File: config.mk
export PLATFORM = sky130hd
export DESIGN_NAME = tmr_top
export DESIGN_NICKNAME = d
export VERILOG_FILES = /design/src/rtl/tmr_pkg.sv /design/src/rtl/tmr_prescaler.sv /design/src/rtl/tmr_counter.sv /design/src/rtl/tmr_capture.sv /design/src/rtl/tmr_top.sv
export SDC_FILE = /design/constraint.sdc
export NUM_CORES = 1
export LEC_CHECK = 0
export BUFFER_PORTS_ARGS = -buffer_cell sky130_fd_sc_hd__buf_4
export CORE_MARGIN = 4
export CORE_UTILIZATION = 55
export DETAILED_ROUTE_END_ITERATION = 7
export GPL_TIMING_DRIVEN = 0
export PLACE_DENSITY_LB_ADDON = 0.12
export SYNTH_ARGS = -nofsm -noshare
export SYNTH_HDL_FRONTEND = slang
export SYNTH_SLANG_ARGS = --single-unit
File: constraint.sdc
create_clock -name clk -period 3 [get_ports clk]
set_clock_uncertainty 0.1 [all_clocks]
set_input_delay 0.6 -clock clk [delete_from_list [all_inputs] [get_ports clk]]
set_output_delay 0.6 -clock clk [all_outputs]
set_load 0.01 [all_outputs]
File: src/rtl/tmr_pkg.sv
`timescale 1ns/1ps
package tmr_pkg;
  localparam int ADDR_W = 8;
  localparam int PTV_W  = 3;
  localparam int ST_W   = 3;
  localparam int CTRL_W = 12;

  localparam logic [ADDR_W-1:0] OFF_STAT  = 8'h18;
  localparam logic [ADDR_W-1:0] OFF_IEN   = 8'h1C;
  localparam logic [ADDR_W-1:0] OFF_WEN   = 8'h20;
  localparam logic [ADDR_W-1:0] OFF_CTRL  = 8'h24;
  localparam logic [ADDR_W-1:0] OFF_CNT   = 8'h28;
  localparam logic [ADDR_W-1:0] OFF_LOAD  = 8'h2C;
  localparam logic [ADDR_W-1:0] OFF_TRIG  = 8'h30;
  localparam logic [ADDR_W-1:0] OFF_MATCH = 8'h38;
  localparam logic [ADDR_W-1:0] OFF_CAP   = 8'h3C;

  localparam int ST_MATCH = 0;
  localparam int ST_OVF   = 1;
  localparam int ST_CAP   = 2;

  typedef enum logic [1:0] {CAP_OFF = 2'b00, CAP_RISE = 2'b01,
                            CAP_FALL = 2'b10, CAP_BOTH = 2'b11} cap_mode_e;

  // Packed MSB first: bit 0 is run.
  typedef struct packed {
    logic             tog_match;  // 11
    logic             tog_ovf;    // 10
    cap_mode_e        cap_edge;   // 9:8
    logic             pwm_idle;   // 7
    logic             cmp_en;     // 6
    logic             pre_en;     // 5
    logic [PTV_W-1:0] ptv;        // 4:2
    logic             auto_rl;    // 1
    logic             run;        // 0
  } ctrl_t;
endpackage

File: src/rtl/tmr_prescaler.sv
`timescale 1ns/1ps
module tmr_prescaler #(
  parameter int PTV_W = 3
) (
  input  logic             clk,
  input  logic             rst_n,
  input  logic             run,
  input  logic             pre_en,
  input  logic             restart,
  input  logic [PTV_W-1:0] ptv,
  output logic             tick
);
  localparam int PC_W = 1 << PTV_W;

  logic [PC_W-1:0] pc_q;
  logic [PC_W-1:0] limit;

  // Divide period is 2^(ptv+1); limit = period - 1 (wraps correctly at max ptv).
  always_comb limit = (PC_W'(2) << ptv) - PC_W'(1);
  always_comb tick  = run && (!pre_en || (pc_q == limit));

  always_ff @(posedge clk or negedge rst_n) begin
    if (!rst_n)
      pc_q <= '0;
    else if (!run || !pre_en || restart || tick)
      pc_q <= '0;
    else
      pc_q <= pc_q + PC_W'(1);
  end
endmodule

File: src/rtl/tmr_counter.sv
`timescale 1ns/1ps
module tmr_counter #(
  parameter int CNT_W = 32
) (
  input  logic             clk,
  input  logic             rst_n,
  input  logic             tick,
  input  logic             auto_rl,
  input  logic             cmp_en,
  input  logic [CNT_W-1:0] load_val,
  input  logic [CNT_W-1:0] match_val,
  input  logic             wr_en,
  input  logic [CNT_W-1:0] wr_val,
  input  logic             trig,
  output logic [CNT_W-1:0] cnt,
  output logic             ovf_ev,
  output logic             match_ev,
  output logic             oneshot_end
);
  localparam logic [CNT_W-1:0] MAXV = '1;

  logic             wrap;
  logic             override;
  logic [CNT_W-1:0] nxt;

  always_comb begin
    wrap        = tick && (cnt == MAXV);
    override    = wr_en || trig;
    nxt         = wrap ? (auto_rl ? load_val : '0) : cnt + CNT_W'(1);
    ovf_ev      = wrap && !override;
    oneshot_end = ovf_ev && !auto_rl;
    match_ev    = tick && !override && cmp_en && (nxt == match_val);
  end

  always_ff @(posedge clk or negedge rst_n) begin
    if (!rst_n)     cnt <= '0;
    else if (wr_en) cnt <= wr_val;
    else if (trig)  cnt <= load_val;
    else if (tick)  cnt <= nxt;
  end
endmodule

File: src/rtl/tmr_capture.sv
`timescale 1ns/1ps
module tmr_capture #(
  parameter int CNT_W = 32
) (
  input  logic               clk,
  input  logic               rst_n,
  input  logic               pin,
  input  tmr_pkg::cap_mode_e mode,
  input  logic [CNT_W-1:0]   cnt,
  output logic [CNT_W-1:0]   cap_val,
  output logic               cap_ev
);
  import tmr_pkg::*;

  logic [2:0] sync_q;
  logic       rise;
  logic       fall;

  always_comb begin
    rise = sync_q[1] && !sync_q[2];
    fall = !sync_q[1] && sync_q[2];
    unique case (mode)
      CAP_RISE: cap_ev = rise;
      CAP_FALL: cap_ev = fall;
      CAP_BOTH: cap_ev = rise || fall;
      default:  cap_ev = 1'b0;
    endcase
  end

  always_ff @(posedge clk or negedge rst_n) begin
    if (!rst_n) begin
      sync_q  <= '0;
      cap_val <= '0;
    end else begin
      sync_q <= {sync_q[1:0], pin};
      if (cap_ev) cap_val <= cnt;
    end
  end
endmodule

File: src/rtl/tmr_top.sv
`timescale 1ns/1ps
module tmr_top #(
  parameter int CNT_W = 32
) (
  input  logic                       clk,
  input  logic                       rst_n,
  input  logic                       bus_valid,
  input  logic                       bus_write,
  input  logic [tmr_pkg::ADDR_W-1:0] bus_addr,
  input  logic [CNT_W-1:0]           bus_wdata,
  output logic                       rsp_valid,
  output logic [CNT_W-1:0]           rsp_data,
  input  logic                       cap_in,
  output logic                       irq_o,
  output logic                       wake_o,
  output logic                       pwm_o
);
  import tmr_pkg::*;

  ctrl_t            ctrl_q;
  logic [ST_W-1:0]  st_q, ien_q, wen_q, st_set, st_clr;
  logic [CNT_W-1:0] load_q, match_q, cnt_q, cap_q, rd_mux;
  logic             tog_q;
  logic             wr, rd;
  logic             wr_ctrl, wr_cnt, wr_trig, wr_stat;
  logic             tick, ovf_ev, match_ev, oneshot_end, cap_ev;

  always_comb begin
    wr      = bus_valid && bus_write;
    rd      = bus_valid && !bus_write;
    wr_ctrl = wr && (bus_addr == OFF_CTRL);
    wr_cnt  = wr && (bus_addr == OFF_CNT);
    wr_trig = wr && (bus_addr == OFF_TRIG);
    wr_stat = wr && (bus_addr == OFF_STAT);
  end

  tmr_prescaler #(.PTV_W(PTV_W)) u_pre (
    .clk(clk), .rst_n(rst_n), .run(ctrl_q.run), .pre_en(ctrl_q.pre_en),
    .restart(wr_cnt || wr_trig), .ptv(ctrl_q.ptv), .tick(tick)
  );

  tmr_counter #(.CNT_W(CNT_W)) u_cnt (
    .clk(clk), .rst_n(rst_n), .tick(tick), .auto_rl(ctrl_q.auto_rl),
    .cmp_en(ctrl_q.cmp_en), .load_val(load_q), .match_val(match_q),
    .wr_en(wr_cnt), .wr_val(bus_wdata), .trig(wr_trig), .cnt(cnt_q),
    .ovf_ev(ovf_ev), .match_ev(match_ev), .oneshot_end(oneshot_end)
  );

  tmr_capture #(.CNT_W(CNT_W)) u_cap (
    .clk(clk), .rst_n(rst_n), .pin(cap_in), .mode(ctrl_q.cap_edge),
    .cnt(cnt_q), .cap_val(cap_q), .cap_ev(cap_ev)
  );

  // Status set events, indexed by flag position.
  always_comb begin
    st_set           = '0;
    st_set[ST_MATCH] = match_ev;
    st_set[ST_OVF]   = ovf_ev;
    st_set[ST_CAP]   = cap_ev;
    st_clr           = wr_stat ? bus_wdata[ST_W-1:0] : '0;
  end

  always_ff @(posedge clk or negedge rst_n) begin
    if (!rst_n) begin
      ctrl_q  <= '0;
      ien_q   <= '0;
      wen_q   <= '0;
      st_q    <= '0;
      load_q  <= '0;
      match_q <= '0;
      tog_q   <= 1'b0;
    end else begin
      if (wr_ctrl)          ctrl_q     <= ctrl_t'(bus_wdata[CTRL_W-1:0]);
      else if (oneshot_end) ctrl_q.run <= 1'b0;
      if (wr && bus_addr == OFF_IEN)   ien_q   <= bus_wdata[ST_W-1:0];
      if (wr && bus_addr == OFF_WEN)   wen_q   <= bus_wdata[ST_W-1:0];
      if (wr && bus_addr == OFF_LOAD)  load_q  <= bus_wdata;
      if (wr && bus_addr == OFF_MATCH) match_q <= bus_wdata;
      st_q <= (st_q & ~st_clr) | st_set;
      if ((ovf_ev && ctrl_q.tog_ovf) ^ (match_ev && ctrl_q.tog_match))
        tog_q <= ~tog_q;
    end
  end

  always_comb begin
    unique case (bus_addr)
      OFF_STAT:  rd_mux = CNT_W'(st_q);
      OFF_IEN:   rd_mux = CNT_W'(ien_q);
      OFF_WEN:   rd_mux = CNT_W'(wen_q);
      OFF_CTRL:  rd_mux = CNT_W'(ctrl_q);
      OFF_CNT:   rd_mux = cnt_q;
      OFF_LOAD:  rd_mux = load_q;
      OFF_MATCH: rd_mux = match_q;
      OFF_CAP:   rd_mux = cap_q;
      default:   rd_mux = '0;
    endcase
  end

  always_ff @(posedge clk or negedge rst_n) begin
    if (!rst_n) begin
      rsp_valid <= 1'b0;
      rsp_data  <= '0;
    end else begin
      rsp_valid <= rd;
      if (rd) rsp_data <= rd_mux;
    end
  end

  always_comb begin
    irq_o  = |(st_q & ien_q);
    wake_o = |(st_q & wen_q);
    pwm_o  = ctrl_q.pwm_idle ^ tog_q;
  end
endmodule

== After elaboration in Yosys (flattened, before gate mapping) ==
Index checks and enable logic that the tools add are counted.

* Register bits after elaboration: 194
* Latch bits: 0
* Memory bits (writable): 0
* Memory bits (read-only): 0
* Bits of input ports: 45
* Output and inout bits: 36
* Logic and storage cells: 97
* Memories: 0

* Add/sub/neg operators: 3
* Multipliers: 0
* Divide/modulo/power cells: 0
* $lt $le $gt $ge: 0
* Eq/ne operators: 15
* Shift-type cells: 1
* Mux-type cells: 11
* Bitwise logic cells: 8
* Reductions and logical operators: 38

{| class="wikitable"
|+ Operator list
! kind !! count
|-
| $pmux W32 S8 || 1
|-
| $mux W32 || 5
|-
| $eq A8 B6 Y1 const B || 7
|-
| $add A32 B1 Y32 const B || 1
|-
| $eq A32 B32 Y1 || 1
|-
| $eq A32 B32 Y1 const B || 1
|-
| $logic_and A1 B1 Y1 || 21
|-
| $eq A8 B5 Y1 const B || 2
|-
| $and A3 B3 Y3 || 3
|-
| $add A8 B1 Y8 const B || 1
|-
| $eq A8 B8 Y1 || 1
|-
| $mux W8 || 1
|-
| $shl A2 B3 Y8 const A || 1
|-
| $sub A8 B2 Y8 const B || 1
|-
| $logic_not A1 Y1 || 7
|-
| $logic_or A1 B1 Y1 || 6
|-
| $reduce_or A3 Y1 || 2
|-
| $eq A2 B2 Y1 const B || 2
|-
| $mux W3 || 1
|-
| $not A3 Y3 || 1
|-
| $or A3 B3 Y3 || 1
|-
| $pmux W1 S3 || 1
|-
| $reduce_bool A3 Y1 || 1
|-
| $eq A2 B1 Y1 const B || 1
|-
| other kinds (4) || 6
|}

== Logic depth before layout (Yosys ltp) ==
Gate-level depths: netlist of the first run.

* Word-level depth: 11
* Depth in mapped cells: 14
* Depth with buffers taken out: 11

== By module ==
Synthesis of the first run repeated with hierarchy kept, for this count alone.

* Cell total of the unflattened synthesis: 1125
* Area total of the unflattened synthesis: 11856.4 sq um

{| class="wikitable"
|+ Modules (own cells, without submodules)
! module !! times used !! cells an instance !! area each (sq um) !! seq. area each (sq um)
|-
| tmr_top || 1 || 379 || 5570.3 || 2977.9
|-
| tmr_counter || 1 || 479 || 3520.9 || 800.8
|-
| tmr_capture || 1 || 197 || 2077.0 || 875.8
|-
| tmr_prescaler || 1 || 70 || 688.2 || 200.2
|}

== Worst setup path after synthesis of the first run ==
Ideal clock, no wire load.

* Path type: register to register
* Start point: reg u_cnt.cnt[0]
* End point: reg tog_q
* Library setup time: 0.080 ns
* Data arrival time: 3.030 ns
* Required time: 2.820 ns
* Setup slack: -0.210 ns
* Cell stages (with the launch flop): 12
* Path buffers: 0
* Clock period less this slack: 3.210 ns
* Path through: dfrtp_1 -> ha_1 -> nand4_1 -> or4_1 -> nor4_4 -> inv_1 -> o41ai_1 -> xnor2_1 -> nand3_1 -> a211o_1 -> nor4_2 -> xnor2_1

* Cells in the longest elaborated chain, start to end: 7
* Elaborated cells between the ends (all ways): 10
* Classes of those cells: add/sub (1); eq/ne (2); mux (1); bitwise (1); reduce/logical (5)

{| class="wikitable"
|+ Ends and longest elaborated chain
! what !! line !! text
|-
| start, declared || tmr_counter.sv:15 || <nowiki>output logic [CNT_W-1:0] cnt,</nowiki>
|-
| start signal, assigned || tmr_counter.sv:37 || <nowiki>else if (wr_en) cnt <= wr_val;</nowiki>
|-
| start signal, assigned || tmr_counter.sv:38 || <nowiki>else if (trig) cnt <= load_val;</nowiki>
|-
| start signal, assigned || tmr_counter.sv:39 || <nowiki>else if (tick) cnt <= nxt;</nowiki>
|-
| parallel branches: the longest is 6 deep, another holds $add A32 B1 Y32 || -- ||
|-
| $xor A1 B1 Y1 (*) || tmr_top.sv:80 || <nowiki>if ((ovf_ev && ctrl_q.tog_ovf) ^ (match_ev && ctrl_q.tog_match))</nowiki>
|-
| end signal, assigned || tmr_top.sv:81 || <nowiki>tog_q <= ~tog_q;</nowiki>
|-
| end, declared || tmr_top.sv:23 || <nowiki>logic tog_q;</nowiki>
|}

Every way passes the cells marked *.
A chain may end at the register's enable or synchronous reset.

== Final worst setup path of the first run ==
* Start point: reg u_cnt.cnt[0]
* End point: reg st_q[0]

* Cells in the longest elaborated chain, start to end: 6
* Elaborated cells between the ends (all ways): 7
* Classes of those cells: add/sub (1); eq/ne (2); mux (1); bitwise (1); reduce/logical (2)

{| class="wikitable"
|+ Ends and longest elaborated chain
! what !! line !! text
|-
| parallel branches: the longest is 2 deep, another holds $add A32 B1 Y32 || -- ||
|-
| $mux W32 (*) || tmr_counter.sv:29 || <nowiki>nxt = wrap ? (auto_rl ? load_val : '0) : cnt + CNT_W'(1);</nowiki>
|-
| $eq A32 B32 Y1 (*) || tmr_counter.sv:32 || <nowiki>match_ev = tick && !override && cmp_en && (nxt == match_val);</nowiki>
|-
| $logic_and A1 B1 Y1 (*) || tmr_counter.sv:32 ||
|-
| $or A3 B3 Y3 (*) || tmr_top.sv:79 || <nowiki>st_q <= (st_q & ~st_clr) | st_set;</nowiki>
|-
| end signal, assigned || tmr_top.sv:79 ||
|-
| end, declared || tmr_top.sv:21 || <nowiki>logic [ST_W-1:0] st_q, ien_q, wen_q, st_set, st_clr;</nowiki>
|}

Marks and branches as above.

==> results.md, run 1 <==
- Hold slack final: about 0.024 ns
- Synthesized netlist cell count: 1085
- Hpwl dp: 24800 µm
- GPL Wtd Cong: 1.00
- Post-synthesis cell area: 10700 µm²
- Area growth from synthesis to layout: 23.4%
- Yosys top cell by area: dfrtp_1
- Max-cap violation count: 0
- Endpoints failing hold: 0
- CTS sink cnt: 194
- Synth Flop Type: dfrtp_1
- Worst reg2reg setup slack: -0.43 ns
- CTS tree: built
- Pwr per Cell Area: 419 nW/µm²
- I/O Buffers: slightly below 80
- Minimum clock period: 3.43 ns
- Residual DRC: 1
- Synth cell types: 66
- Nets: 1271
- First-pass GRT wire length: 55400 µm
- Commonest non-fill, non-tap cell in the layout: dfrtp_1
- Die footprint: 21800 µm²
- Worst-path maximum fanout: 6
- Compound-Gate Fraction of Synth Area: 0.185
- Synth top area share: 0.453
- Failing checks: design-rule violations, negative setup slack
- Data required, critical path: 3.28 ns
- Max Transition Viols Final: 0
- Post-Synth Simple-Gate Area: 0.153
- Clock transition at the registers of the reported paths: 0.08 ns
- Status: complete, but fails checks
- Share of layout cells above drive strength 1: 0.301
- DR vias/cell: 6.48
- Cell mode on critical path: nand4_1
- Mean Syn Cell Area: approximately 9.9 µm²
- Largest family of logic cells by synthesized area: compound AO/OA/AOI/OAI gates
- Hold Path Class: in2async
- CP Cell Sequence: ha_4, nand4_1, or4_4, nor3_4, buf_6, nand3_2, o21ai_2, xnor2_2, nand4_1, a211o_1, nor4_4, a21o_1
- Cts-stage hold buffer count: 0
- EDFF count, synth: 0
- Setup ws final: -0.434 ns
- Core area: 19000 µm²
- Setup TNS: -0.977 ns
- Slowest-stage cell, CP: or4_4
- Vias in the first global route: roughly 9400
- Max incr delay on CP: 0.58 ns
- Placed cells: 1425
- Adder-Cell Fraction of Synth Area: 0.00467
- Max clock buf depth: 2
- Row count: 50
- Ant. Diodes: 0
- Startpoint types: flop
- Die W: 148 µm
- Lkg Pwr: 5.97 nW
- Routed WL: 36200 µm
- Clock Latency Late Sink: ~0.45 ns
- Post-synthesis register bit count: 194
- Root buffer cell: clkbuf_16
- Total iterations of the first detailed-routing run: 8
- Total congestion overflow: 0
- Starting Density: 0.565
- Crit path DAT: about 3.7 ns
- RSZ-0062 raised after global routing: true
- Initial drt markers: between 1000 and 1500
- Post-Syn Nets: 1134
- Initial antenna violation count: 0
- Area contributors post-synth: dfrtp_1 (45%), mux2_2 (12%), nand2_1 (4.5%)
- WL per Instance: 24.2 µm
- Final ANT Viol Nets: 0
- Final Cycle Share: 1.14
- Worst Tran Pin Value: approximately 1.0 ns
- Vias after detailed routing: 9694
- Yosys warnings: 0
- # setup viols final: 8
- GRT Total Usage: 0.329
- Worst R2R Start: u_cnt.cnt[0]
- Final Core Density: 0.697
- Fillers: 1471
- Fmax: 291 MHz
- Largest net degree at the start of global routing: 103
- Max_slew headroom: 0.306
- Inserted Clock Buffers: 17
- Pre-CTS setup slack: -1.88 ns
- VDD IR-drop max: 0.350 mV
- R2r worst-path depth: 12
- H-tree depth: 4
- Critical setup path kind: reg2reg
- RR Endpoint: st_q[0]
- IO Pins: 81
- Ys async rst share: 1.00
- Most frequent cells in the layout: dfrtp_1 (177), nand2_1 (126), buf_4 (118)
- Die height: 148 µm
- Post-synthesis sequential area ratio: 0.453
- Critical path capture point type: flop
- XOR/XNOR Fraction of Synth Area: 0.0450
- Mux contribution to synthesized area: 0.120
- Final instance count without filler cells: ~1500
-- report_power, final --
group / internal (mW) / switching, mW / total (mW)
sequential: 2.67 / 0.0690 / 2.74
clock: 1.16 / 1.16 / 2.31
combinational: 0.203 / 0.282 / 0.485
-- metrics by stage --
step | area, µm² | total power, mW
6_report | 13200 | 5.54
4_1_cts | 12700 | 5.53
3_3_place_gp | 11600 | 3.16
5_1_grt | 13200 | 5.71
2_1_floorplan | 10700 | 2.96
3_5_place_dp | 11700 | 3.18
-- per-layer routing --
layer | share of wire | vias up | track usage | wire [µm]
li1 | - | 4286 | - | -
met1 | 0.42 | 4776 | 0.468 | 15100
met2 | 0.45 | 532 | 0.495 | 16400
met3 | 0.099 | 100 | 0.0794 | 3600
met4 | 0.030 | 0 | 0.117 | 1090
met5 | 0 | - | 0 | 0
-- cell families (layout without fill, tap and decap cells) --
family	after synthesis	count (layout)
simple gates	325	325
flops	194	194
buf+inv	101	251
fa+ha+maj	4	4
mux	115	115
compound gates	291	291
xor+xnor	55	55
-- cell usage after synthesis, drive strengths merged (32+ instances only) --
| cell type | number |
|---|---|
| mux2 | 110 |
| clkbuf | 62 |
| xor2 | 35 |
| nor2 | 39 |
| o211ai | 32 |
| a22oi | 60 |
| nand3 | 45 |
| o21ai | 86 |
| dfrtp | 194 |
| a21oi | 32 |
| nand2 | 129 |
| a22o | 32 |
-- state kept, by name, indices dropped and copies added (netlist names), 8 cells and up --
name,count
ctrl_q,12
load_q,32
match_q,32
rsp_data,32
u_cap.cap_val,32
u_cnt.cnt,32
u_pre.pc_q,8
-- worst max-delay path by stage --
stage / cells after the start / endpoint / slack (ns) / startpoint
3_5_place_dp: 11 / st_q[0] / -1.88 / u_cnt.cnt[0]
2_1_floorplan: 11 / st_q[0] / -0.01 / u_cnt.cnt[0]
3_3_place_gp: 11 / st_q[0] / -1.83 / u_cnt.cnt[0]
6_report: 12 / st_q[0] / -0.43 / u_cnt.cnt[0]
5_1_grt: 11 / tog_q / -0.43 / ctrl_q[2]
4_1_cts: 12 / tog_q / -0.42 / u_cnt.cnt[0]
-- critical path: cells and delay by family, from the launching register on --
family,cells,cell delay (ns)
buffers and inverters,1,0.20
XOR/XNOR,1,0.16
flip-flops,1,0.41
AO/OA/AOI/OAI,3,0.67
adder cells (fa/ha/maj),1,0.18
AND/OR/NAND/NOR,6,1.63
-- cell type report --
type	count	area [µm²]	share of cell area
inverter	21	78.8	0.00596
sequential	194	4880	0.369
tap	260	325	0.0246
buffer	71	442	0.0334
clock buffer	19	453	0.0343
multi-input combinational	790	5820	0.440
clock inverter	13	136	0.0103
timing repair buffer	127	1090	0.0825
-- repair_timing --
action                                  CTS  global route
pin swaps                                20            30
buffers inserted                         19            24
endpoints found under the setup margin   36            34
gates cloned                              0             4
gates resized for setup                  78            94
Note: power is estimated with default switching activity, not from simulation.
==> run 2, diff against run 1 <==
--- a/config.mk
+++ b/config.mk
@@ -5,6 +5,7 @@
 export SDC_FILE = /design/constraint.sdc
 export NUM_CORES = 1
 export LEC_CHECK = 0
+export ABC_AREA = 1
 export BUFFER_PORTS_ARGS = -buffer_cell sky130_fd_sc_hd__buf_4
 export CORE_MARGIN = 4
 export CORE_UTILIZATION = 55
==> run 2 against run 1 <==
  * Highest routed layer is now met5
  * Sequential power is 24% higher
  * Critical path depth stayed put
  * Largest power group unchanged
  * Register-to-register slack better by 0.36 ns
  * Maximum frequency up 12%
  * Final cell count is 31% higher
  * Core utilization down 3.4 points
  * Global-route usage increased by 4.7 points
  * Sequential cell count unchanged
  * Combinational power increased to 5.5 times the previous value
  * Final area decreased by 1.1%
  * Synthesized cell count rose by 44%
  * The run still ends with design-rule violations, negative setup slack left
==> results.md, run 2 <==
- Met2 WL post-DR: 18000 µm
- Residual DRC: 4
- Total congestion overflow: 0
- Max-cap violation count: 0
- R2r worst-path depth: 12
- Cts-stage hold buffer count: 0
- Combinational share of power: 0.317
- Max Transition Viols Final: 0
- # setup viols final: 2
- NetSw: 3.36 mW
- Vias in the first global route: 11158
- Row count: 51
- Routed WL: 42300 µm
- Flop pwr share: 0.403
- Worst R2R Start: ctrl_q[0]
- Routed met3 length: 5350 µm
- Clock transition at the registers of the reported paths: 0.08 ns
- Clock Latency Late Sink: 0.45 ns
- CTS tree: built
- H-tree depth: 4
- Vias after detailed routing: 11920
- Synth Flop Type: dfrtp_1
- Final Cycle Share: 1.03
- IO Pins: 81
- Minimum clock period: 3.08 ns
- EDFF count, synth: 0
- Final ANT Viol Nets: 0
- Synth top area share: 0.435
- RSZ-0062 raised after global routing: true
- Die W: 150 µm
- Die footprint: 22600 µm²
- Fmax: 325 MHz
- Post-synthesis sequential area ratio: 0.435
- CP startpoint: ctrl_q[0]
- Core area: 19700 µm²
- Max_slew headroom: 0.377
- Failing checks: design-rule violations, negative setup slack
- Post-Syn Nets: 1611
- Area growth from synthesis to layout: 17.2%
- Synthesized netlist cell count: 1562
- Largest net degree at the start of global routing: 109
- Yosys top cell by area: dfrtp_1
- Clock group share of total power: 0.280
- Power Internal: 5.11 mW
- Area contributors post-synth: dfrtp_1 (43%), nand2_1 (18%), o21ai_0 (8.6%)
- Count leader, synth: nand2_1
- GRT Total Usage: 0.377
- Top post-synthesis cells by count: nand2_1 (531), dfrtp_1 (194), o21ai_0 (191)
- Crit path DAT: 3.37 ns
- Total iterations of the first detailed-routing run: 8
- Nets: roughly 1700
- Setup ws final: -0.0758 ns
- RR Endpoint: tog_q
- Startpoint types: flop
- Switching Share: 0.396
- Synth cell types: 42
- VDD IR-drop max: 0.401 mV
- Worst-path maximum fanout: 10
- Share of layout cells above drive strength 1: 0.122
- Lkg Pwr: approximately 6.2 nW
- Max clock buf depth: 2
- Initial drt markers: 1576
- Ant. Diodes: 0
- Most frequent cells in the layout: nand2_1 (525), dfrtp_1 (191), o21ai_0 (190)
- CTS sink cnt: approximately 190
- Hpwl dp: a little under 30000 µm
- Critical setup path kind: reg2reg
- Pwr per Cell Area: 648 nW/µm²
- WL met1: 16800 µm
- Status: complete, but fails checks
- Die height: around 150 µm
- GPL Wtd Cong: just over 1
- Critical path capture point type: flop
- Initial antenna violation count: 1
- WL per Instance: between 20 and 25 µm
- Post-synthesis cell area: 11200 µm²
- Root buffer cell: clkbuf_16
- Worst reg2reg setup slack: -0.08 ns
- Pre-CTS setup slack: -1.09 ns
- Placed cells: 1908
- Yosys warnings: 0
- Starting Density: 0.566
- Inserted Clock Buffers: 17
- Top layer in use: met5
- Commonest non-fill, non-tap cell in the layout: nand2_1
- Mean Syn Cell Area: 7.15 µm²
- Worst Tran Pin Value: between 0.9 and 1 ns
- First-pass GRT wire length: ~64000 µm
- Ys async rst share: 1.00
- Data required, critical path: roughly 3.3 ns
- Hold Path Class: in2async
- I/O Buffers: 80
- DR vias/cell: ~6
- Endpoints failing hold: 0
- Post-synthesis register bit count: 194
- Final instance count without filler cells: 1960
## run 2: cell types whose count changed in the layout (fill, tap and decap cells not counted), moves of 17 or more
| cell | change |
|---|---|
| a21oi_1 | -24 |
| a22o_1 | -31 |
| a22oi_1 | -59 |
| a31oi_1 | +28 |
| buf_4 | -17 |
| inv_1 | +135 |
| mux2_2 | -108 |
| nand2_1 | +399 |
| nand3_1 | +36 |
| nand4_1 | +19 |
| nor2_1 | +59 |
| nor2b_1 | -19 |
| o21ai_0 | +131 |
## run 2: critical path, stage by stage, from the launching register on
cell and delay (ns):
dfrtp_1 0.46, clkbuf_1 0.66, buf_2 0.48, nand4_1 0.20
nand3_1 0.15, nand2_1 0.10, nor2_1 0.13, nand2_1 0.12
nor2_2 0.19, nand2_1 0.09, nor2_2 0.16, nand4_1 0.12
nand2_1 0.07
## run 2: timing repair
action,4_1_cts,5_1_grt
hold endpoints to repair,0,0
setup endpoints to repair,74,38
pin swaps,3,15
resized for setup,20,47
setup buffers,6,15
## run 2: worst max-delay path by stage
stage,end,slack (ns),depth (start not counted)
after floorplan,u_cnt.cnt[23],0.55,12
after global placement,u_cnt.cnt[19],-0.97,12
after detailed placement,u_cnt.cnt[16],-1.09,13
after CTS,tog_q,0.02,19
after global routing,tog_q,-0.09,20
final,tog_q,-0.08,12
## run 2: kinds of logic after synthesis
group,after synthesis,synth area share
adders and majority gates,4,0.00448
DFF,194,0.435
xor gates and xnor gates,32,0.0251
AOI/OAI and AO/OA,293,0.151
and+or+nand+nor,800,0.300
muxes,2,0.00202
buffers and inverters,237,0.0828
## run 2: metal layers
layer	global-route usage	up-vias
met5	0	-
met4	0.177	2
met3	0.103	153
met2	0.548	801
met1	0.524	5600
li1	-	5364
## run 2: area by class of cell
class                   count  area, µm²
fillers                  1816       6640
plain buffers              75        363
inverters                 162        612
well taps                 265        332
flip-flops and latches    194       4860
clock buffers              17        425
repair buffers            102        810
clock inverters            14        166
multi-input cells        1131       5510
## run 2: per-stage QoR
| stage | instance area, µm² | utilization | setup TNS [ns] | power [mW] | hold WS, ns |
|---|---|---|---|---|---|
| floorplan | 11200 | - | 0 | 5.06 | 0.204 |
| global placement | 12100 | 0.613 | -79.88 | 5.77 | 0.248 |
| detailed placement | 12100 | 0.615 | -75.81 | 5.81 | 0.248 |
| CTS | 12800 | 0.651 | 0 | 8.22 | 0.0579 |
| global route | 13100 | 0.663 | -0.151 | 8.91 | 0.0691 |
| finish | 13100 | 0.663 | -0.134 | 8.47 | 0.00621 |
## run 2: power by group through the flow
| stage | clock network, mW | registers [mW] | logic [mW] |
|---|---|---|---|
| 3_5_place_dp | 0 | 3.42 | 2.39 |
| 3_3_place_gp | 0 | 3.41 | 2.35 |
| 6_report | 2.38 | 3.41 | 2.68 |
| 4_1_cts | 2.37 | 3.37 | 2.48 |
| 2_1_floorplan | 0 | 3.29 | 1.77 |
| 5_1_grt | 2.50 | 3.45 | 2.96 |
